`src/rtl/simd_gt_pkg.sv`:
```
`timescale 1ns/1ps
package simd_gt_pkg;
  typedef enum logic [1:0] {
    LANE_8   = 2'd0,
    LANE_16  = 2'd1,
    LANE_32  = 2'd2,
    LANE_BAD = 2'd3
  } lane_e;

  localparam logic [7:0] OPC_GT8  = 8'h64;
  localparam logic [7:0] OPC_GT16 = 8'h65;
  localparam logic [7:0] OPC_GT32 = 8'h66;
endpackage

```
`src/rtl/simd_gt_decode.sv`:
```
`timescale 1ns/1ps
module simd_gt_decode
  import simd_gt_pkg::*;
(
  input  logic [7:0] opcode_i,
  output lane_e      lane_o,
  output logic       illegal_o
);
  always_comb begin
    unique case (opcode_i)
      OPC_GT8:  lane_o = LANE_8;
      OPC_GT16: lane_o = LANE_16;
      OPC_GT32: lane_o = LANE_32;
      default:  lane_o = LANE_BAD;
    endcase
    illegal_o = (lane_o == LANE_BAD);
  end
endmodule

```
`src/rtl/simd_gt_lanes.sv`:
```
`timescale 1ns/1ps
module simd_gt_lanes
  import simd_gt_pkg::*;
#(
  parameter int DATA_W = 128
) (
  input  logic [DATA_W-1:0] dst_i,
  input  logic [DATA_W-1:0] src_i,
  input  lane_e             lane_i,
  output logic [DATA_W-1:0] mask_o
);
  localparam int N_SIZES = 3;

  logic [N_SIZES-1:0][DATA_W-1:0] gt;

  // one mask per lane size; k=0 is 8-bit, 1 is 16-bit, 2 is 32-bit
  for (genvar k = 0; k < N_SIZES; k++) begin : g_size
    localparam int LW = 8 << k;
    localparam int NL = DATA_W / LW;
    for (genvar j = 0; j < NL; j++) begin : g_lane
      assign gt[k][j*LW +: LW] =
        {LW{$signed(dst_i[j*LW +: LW]) > $signed(src_i[j*LW +: LW])}};
    end
  end

  always_comb begin
    unique case (lane_i)
      LANE_8:  mask_o = gt[0];
      LANE_16: mask_o = gt[1];
      LANE_32: mask_o = gt[2];
      default: mask_o = '0;
    endcase
  end
endmodule

```
`src/rtl/simd_gt_cmp.sv`:
```
`timescale 1ns/1ps
module simd_gt_cmp
  import simd_gt_pkg::*;
#(
  parameter int DATA_W = 128,
  parameter int OFS_W  = 4
) (
  input  logic              clk_i,
  input  logic              rst_ni,
  input  logic              valid_i,
  input  logic [7:0]        opcode_i,
  input  logic              wide_i,
  input  logic              mem_src_i,
  input  logic [OFS_W-1:0]  addr_ofs_i,
  input  logic [DATA_W-1:0] dst_i,
  input  logic [DATA_W-1:0] src_i,
  output logic              valid_o,
  output logic [DATA_W-1:0] result_o,
  output logic              gp_fault_o,
  output logic              ud_fault_o
);
  localparam int HALF_W = DATA_W / 2;

  lane_e lane_d;
  logic  ill_d;
  logic  gp_d;

  simd_gt_decode i_decode (
    .opcode_i  (opcode_i),
    .lane_o    (lane_d),
    .illegal_o (ill_d)
  );

  // illegal opcode outranks the alignment fault
  assign gp_d = wide_i & mem_src_i & (|addr_ofs_i) & ~ill_d;

  // stage 1: capture
  logic              v1_q, ill1_q, gp1_q, wide1_q;
  lane_e             lane1_q;
  logic [DATA_W-1:0] dst1_q, src1_q;

  always_ff @(posedge clk_i or negedge rst_ni) begin
    if (!rst_ni) begin
      v1_q    <= 1'b0;
      ill1_q  <= 1'b0;
      gp1_q   <= 1'b0;
      wide1_q <= 1'b0;
      lane1_q <= LANE_BAD;
    end else begin
      v1_q <= valid_i;
      if (valid_i) begin
        ill1_q  <= ill_d;
        gp1_q   <= gp_d;
        wide1_q <= wide_i;
        lane1_q <= lane_d;
      end
    end
  end

  always_ff @(posedge clk_i) begin
    if (valid_i) begin
      dst1_q <= dst_i;
      src1_q <= src_i;
    end
  end

  // stage 2: compare, narrow masking, write
  logic [DATA_W-1:0] mask_raw, mask_s;

  simd_gt_lanes #(.DATA_W(DATA_W)) i_lanes (
    .dst_i  (dst1_q),
    .src_i  (src1_q),
    .lane_i (lane1_q),
    .mask_o (mask_raw)
  );

  always_comb begin
    mask_s = mask_raw;
    if (!wide1_q) mask_s[DATA_W-1:HALF_W] = '0;
  end

  always_ff @(posedge clk_i or negedge rst_ni) begin
    if (!rst_ni) begin
      valid_o    <= 1'b0;
      result_o   <= '0;
      gp_fault_o <= 1'b0;
      ud_fault_o <= 1'b0;
    end else begin
      valid_o    <= v1_q;
      gp_fault_o <= v1_q & gp1_q;
      ud_fault_o <= v1_q & ill1_q;
      result_o   <= (v1_q && !ill1_q && !gp1_q) ? mask_s : '0;
    end
  end
endmodule

```
`config.mk`:
```
export PLATFORM = sky130hd
export DESIGN_NAME = simd_gt_cmp
export DESIGN_NICKNAME = d
export VERILOG_FILES = /design/src/rtl/simd_gt_pkg.sv /design/src/rtl/simd_gt_decode.sv /design/src/rtl/simd_gt_lanes.sv /design/src/rtl/simd_gt_cmp.sv
export SDC_FILE = /design/constraint.sdc
export NUM_CORES = 1
export LEC_CHECK = 0
export ABC_AREA = 1
export BUFFER_PORTS_ARGS = -buffer_cell sky130_fd_sc_hd__buf_2
export CAP_MARGIN = 15
export CORE_MARGIN = 1
export CORE_UTILIZATION = 25
export DETAILED_ROUTE_END_ITERATION = 10
export PLACE_DENSITY = 0.49
export REMOVE_ABC_BUFFERS = 1
export SLEW_MARGIN = 25
export SYNTH_ARGS = -nofsm -noshare
export SYNTH_HDL_FRONTEND = slang
export SYNTH_SLANG_ARGS = --single-unit
```
`constraint.sdc`:
```
create_clock -name clk_i -period 2.73 [get_ports clk_i]
set_clock_uncertainty 0.2 [all_clocks]
set_input_delay 0.273 -clock clk_i [delete_from_list [all_inputs] [get_ports clk_i]]
set_output_delay 0.273 -clock clk_i [all_outputs]
set_load 0.02 [all_outputs]
```
---- After elaboration in Yosys (flattened, before gate mapping) ----
Cells that the tools add are included.
cells by class
  bitwise gates (word level) .............. 6
  order comparisons ....................... 28
  reduce and logical (&&, ||, !) cells .... 6
  equality and inequality tests ........... 6
  multiplexer cells ....................... 4
operators by type and width
  cell                  number
  $pmux W128 S3         1
  $gt A16 B16 Y1        8
  $gt A32 B32 Y1        4
  $gt A8 B8 Y1          16
  $mux W128             1
  $mux W64              1
  $eq A8 B7 Y1 const B  3
  $pmux W2 S3           1
  $and A1 B1 Y1         5
  $eq A2 B2 Y1 const B  2
  $reduce_or A4 Y1      1
  $eq A2 B1 Y1 const B  1
  $logic_and A1 B1 Y1   2
  $logic_not A1 Y1      2
  $logic_not A2 Y1      1
  $not A1 Y1            1
storage, ports and cells
  output and inout port bits .............. 131
  bits of input ports ..................... 273
  bits in registers ....................... 393

---- Depth between registers and ports, before layout ----
  depth after elaboration ................. 5
  mapped depth ............................ 17
  depth with buffers taken out ............ 17

---- By module ----
From an unflattened synthesis, not the netlist that was laid out.
second synthesis, totals
  cell total of the unflattened synthesis .. 1,586
  area, all modules ....................... 17,996.0 um2
by module, submodules not included
  module          instances  cells an instance  area an instance (um2)
  simd_gt_cmp     1          699                12,579.6
  simd_gt_lanes   1          875                5,362.6
  simd_gt_decode  1          12                 53.8

---- Least setup slack after synthesis ----
Ideal clock, no wire load.
  kind .................................... reg2reg
  start ................................... reg dst1_q[23]
  end ..................................... reg result_o[15]
  setup time .............................. 113 ps
  clock period less this slack ............ 1,869 ps
  required time ........................... 2,417 ps
  setup slack ............................. 861 ps
  buffers on the path ..................... 0
  arrival ................................. 1,556 ps
  stages on the path, launching flop included .. 13
  cells stage by stage .................... edfxtp_1 > ha_1 > nand2_1 > nor2_1 > nand3_2 > nor2_2 > inv_1 > o21ai_1 > nor2_1 > nand2_2 > nand3_1 > nand2_1 > inv_1
on the way
  cells in the longest elaborated chain, start to end .. 3
RTL lines
  what                      RTL line             source
  start: declaration        simd_gt_cmp.sv:40    logic [DATA_W-1:0] dst1_q, src1_q;
  start signal: assignment  simd_gt_cmp.sv:62    dst1_q <= dst_i;
  $gt A32 B32 Y1            simd_gt_lanes.sv:22  {LW{$signed(dst_i[j*LW +: LW]) > $signed(src_i[j*LW +: LW])}};
  $pmux W128 S3             simd_gt_lanes.sv:27  unique case (lane_i)
  $mux W128                 simd_gt_cmp.sv:92    result_o <= (v1_q && !ill1_q && !gp1_q) ? mask_s : '0;
  end signal: assignment    simd_gt_cmp.sv:92
  end: declaration          simd_gt_cmp.sv:18    output logic [DATA_W-1:0] result_o,
No other way between the ends.
A chain may end at the register's enable or synchronous reset.

---- Worst setup path in the final report ----
  start ................................... in opcode_i[7]
  end ..................................... reg gp1_q
on the way
  cells in the longest elaborated chain, start to end .. 5
RTL lines
  what                    RTL line              source
  start: declaration      simd_gt_cmp.sv:11     input logic [7:0] opcode_i,
  $eq A8 B7 Y1            simd_gt_decode.sv:10  unique case (opcode_i)
  $pmux W2 S3 (*)         simd_gt_decode.sv:10
  $eq A2 B2 Y1 (*)        simd_gt_decode.sv:16  illegal_o = (lane_o == LANE_BAD);
  $not A1 Y1 (*)          simd_gt_cmp.sv:35     assign gp_d = wide_i & mem_src_i & (|addr_ofs_i) & ~ill_d;
  $and A1 B1 Y1 (*)       simd_gt_cmp.sv:35
  end signal: assignment  simd_gt_cmp.sv:53     gp1_q <= gp_d;
  end: declaration        simd_gt_cmp.sv:38     logic v1_q, ill1_q, gp1_q, wide1_q;
Every way passes the cells marked *; elsewhere a longest branch is shown, timed or not.

==> qor.yml <==
global_route:
  antenna_found_initial: 4
  grt_pass1_vias: 10540
  grt_usage: 0.1247
  grt_max_degree: 60
  grt_pass1_wl_um: 54350
  grt_overflow: 0
finish:
  utilization: 0.3639
  design_area_sq_um: 20050
  fillCellCount: 5460
  areaGrowthSynthToFinish_pct: 43.77
  seq_area_sq_um: 8315
  layout-drive-gt1-share: 0.2705
  final_net_count: 2242
  multiInputGateArea_sq_um: 3943
pwr:
  p_per_area_nw_per_um2: 570.4
  power.leakage_nw: 9.650
  power_mw: 11.44
  irDropWorstVdd_mv: 0.3281
critical_path:
  cpLargestDelayFamily: "buffers and inverters"
  crit_buf_inv: 4
  cp.arrival_ns: 2.79
  required_ns: 3.01
  cp_cell_sequence: "dlygate4sd3_1 > buf_2 > nor3_2 > dlygate4sd3_1 > o211ai_1 > o32ai_1 > dlygate4sd3_1"
  crit_fanout: 3
  crit_top_cell: "dlygate4sd3_1"
  cpPeakStageDelay_ns: 0.62
  cp-start-kind: "input pin"
  cp_slowest_cell: "dlygate4sd3_1"
  worstSetupEndpointType: "flip-flop"
  worstSetupPathType: "input pin to flip-flop"
sta:
  rsz0062_at_grt: "no"
  worstMarginPinSlew_ns: 0.7158
  period_share: 0.9185
  worst_hold_slack_ns: 0.05515
  layout_min_cycle_time_ns: 2.507
  fmax_mhz: 398.8
  drv_slew: 0
  finalHoldViolations: 0
  setup-tns-final_ns: 0
  setup_viol: 0
  max-slew-margin-rel: 0.5228
hold_path:
  hp-class: "input pin to flip-flop"
yosys:
  synth_common_cells: "edfxtp_1, inv_1, nand2_1, ha_1, buf_4"
  synth_most_common_cell: "edfxtp_1"
  ys_top_cells_by_area: "edfxtp_1, ha_1, inv_1"
  ys_seq_elements: 281
  syn_inst: 1221
  synth_top_area_share: 0.5512
  yosys.area.top_type: "edfxtp_1"
  ys_types: 33
  async_flop_share: 0.08897
  synth.cell_area_sq_um: 13950
  ys_warn_count: 0
  synth.avg_cell_area_sq_um: 11.42
  ys.flop_type: "edfxtp_1"
  yosysSeqAreaShare: 0.5963
  synth_edf_count: 256
drt:
  vias: 10250
  wl_um: 35990
  drt_iter0_drc: 357
  ant_nets: 0
  drc: 0
  wl_per_cell_um: 13.83
  dr.pass1.iters: 6
  avgViaCountPerCell: 3.939
floorplan:
  start_util: 0.2531
  core_sq_um: 55090
  design.die.area_sq_um: 56730
  dieHeight_um: 238.2
  rows: 86
  die_x_um: 238.2
  io_pins: 404
placed_design:
  place.gp.congestion: 0.7566
  placed_area_sq_um: 16210
  port_buffers: 403
  hpwlAfterDp_um: 25930
outcome:
  status: "completed"
cts:
  cts_max_path_buffers: 3
  cts.sinks: 281
  htreeDepth: 2
  root_buffer: "clkbuf_16"
  clk-insertion-delay-late_ns: 0.55
  cts_buffers: 36
  cts_tree: "done"
  clkSlewWorstSetupHoldPaths_ns: 0.06
run:
  drv_cap: 0
metrics by stage:
step                instances  setup slack, ns
finish                   2602           0.2226
floorplan                1107           0.8611
global placement         2272           0.3328
detailed placement       2272           0.3035
CTS                      2600           0.1432
global route             2601           0.1071
state kept, by name, summed over array words and instances (netlist names):
register and cells:
dst1_q 128, src1_q 128, result_o 16, lane1_q 2, gp1_q 1, gp_fault_o 1, ill1_q 1, ud_fault_o 1
v1_q 1, valid_o 1, wide1_q 1
routing by layer:
layer / global-route usage / vias to the layer above / wire [um]
met5: 0 / - / 0
met4: 0.05284 / 0 / 1203
met3: 0.02522 / 76 / 1850
met2: 0.2207 / 325 / 17770
met1: 0.1459 / 4662 / 15160
li1: - / 5185 / -
where the power goes:
| group | internal [mW] | switching, mW |
|---|---|---|
| clock network | 2.85 | 1.85 |
| registers | 5.05 | 0.102 |
| logic | 0.787 | 0.798 |
timing repair:
item | CTS | global route
hold buffers | 267 | 0
resized for setup | 0 | 1
endpoints found under the hold margin | 312 | 0
setup endpoints to repair | 0 | 1
buffers inserted | 0 | 0
layout make-up:
type,count,share of cell area
well taps,748,0.04668
clock inverters,21,0.01098
clock buffers,40,0.04674
repair buffers,684,0.2415
multi-input cells,599,0.1966
flip-flops and latches,281,0.4147
inverters,227,0.04250
diodes,2,0.0002496
cells by family (layout without fill, tap and decap cells):
group,Yosys count,count (layout),share of synthesized area
xor gates and xnor gates,6,6,0.003768
and+or+nand+nor,338,338,0.1069
adders and majority gates,140,140,0.1256
other,0,2,0
DFF,281,281,0.5963
buffers and inverters,341,972,0.1219
AOI/OAI and AO/OA,115,115,0.04549
cell usage in the layout (no fill, tap or decap), types with 4 or more instances in the layout:
master,n
a21oi_1,69
buf_2,402
buf_4,11
bufinv_16,4
clkbuf_16,37
clkinv_1,6
clkinv_2,5
clkinvlp_4,4
dfrtp_1,23
dlygate4sd3_1,267
edfxtp_1,256
ha_1,140
inv_1,226
nand2_1,192
nand2_2,9
nand3_1,46
nand3b_1,6
nand4_1,14
nor2_1,49
nor2_2,10
o211ai_1,5
o21a_1,8
o21ai_0,22
xor2_1,4
worst paths after layout:
path	from	to	slack (ns)	cells after the start
min	opcode_i[3]	ill1_q	0.06	5
max in group asynchronous	rst_ni	result_o[95]	1.73	2
max reg2reg	dst1_q[7]	result_o[31]	0.41	12
max	opcode_i[7]	gp1_q	0.22	7
min reg2reg	v1_q	valid_o	0.26	0
min in group asynchronous	rst_ni	v1_q	0.13	2
worst reg2reg max path, stage by stage (launching register included):
cell and delay [ns]:
edfxtp_1 0.37, ha_1 0.35, nand2_1 0.09, nor2_1 0.19
nand4_1 0.26, nor2_1 0.18, inv_1 0.10, o21ai_1 0.12
nor2_1 0.06, nand2_2 0.12, nand3_1 0.09, nand2_1 0.07
inv_1 0.04
Note: power is estimated with default switching activity, not from simulation.
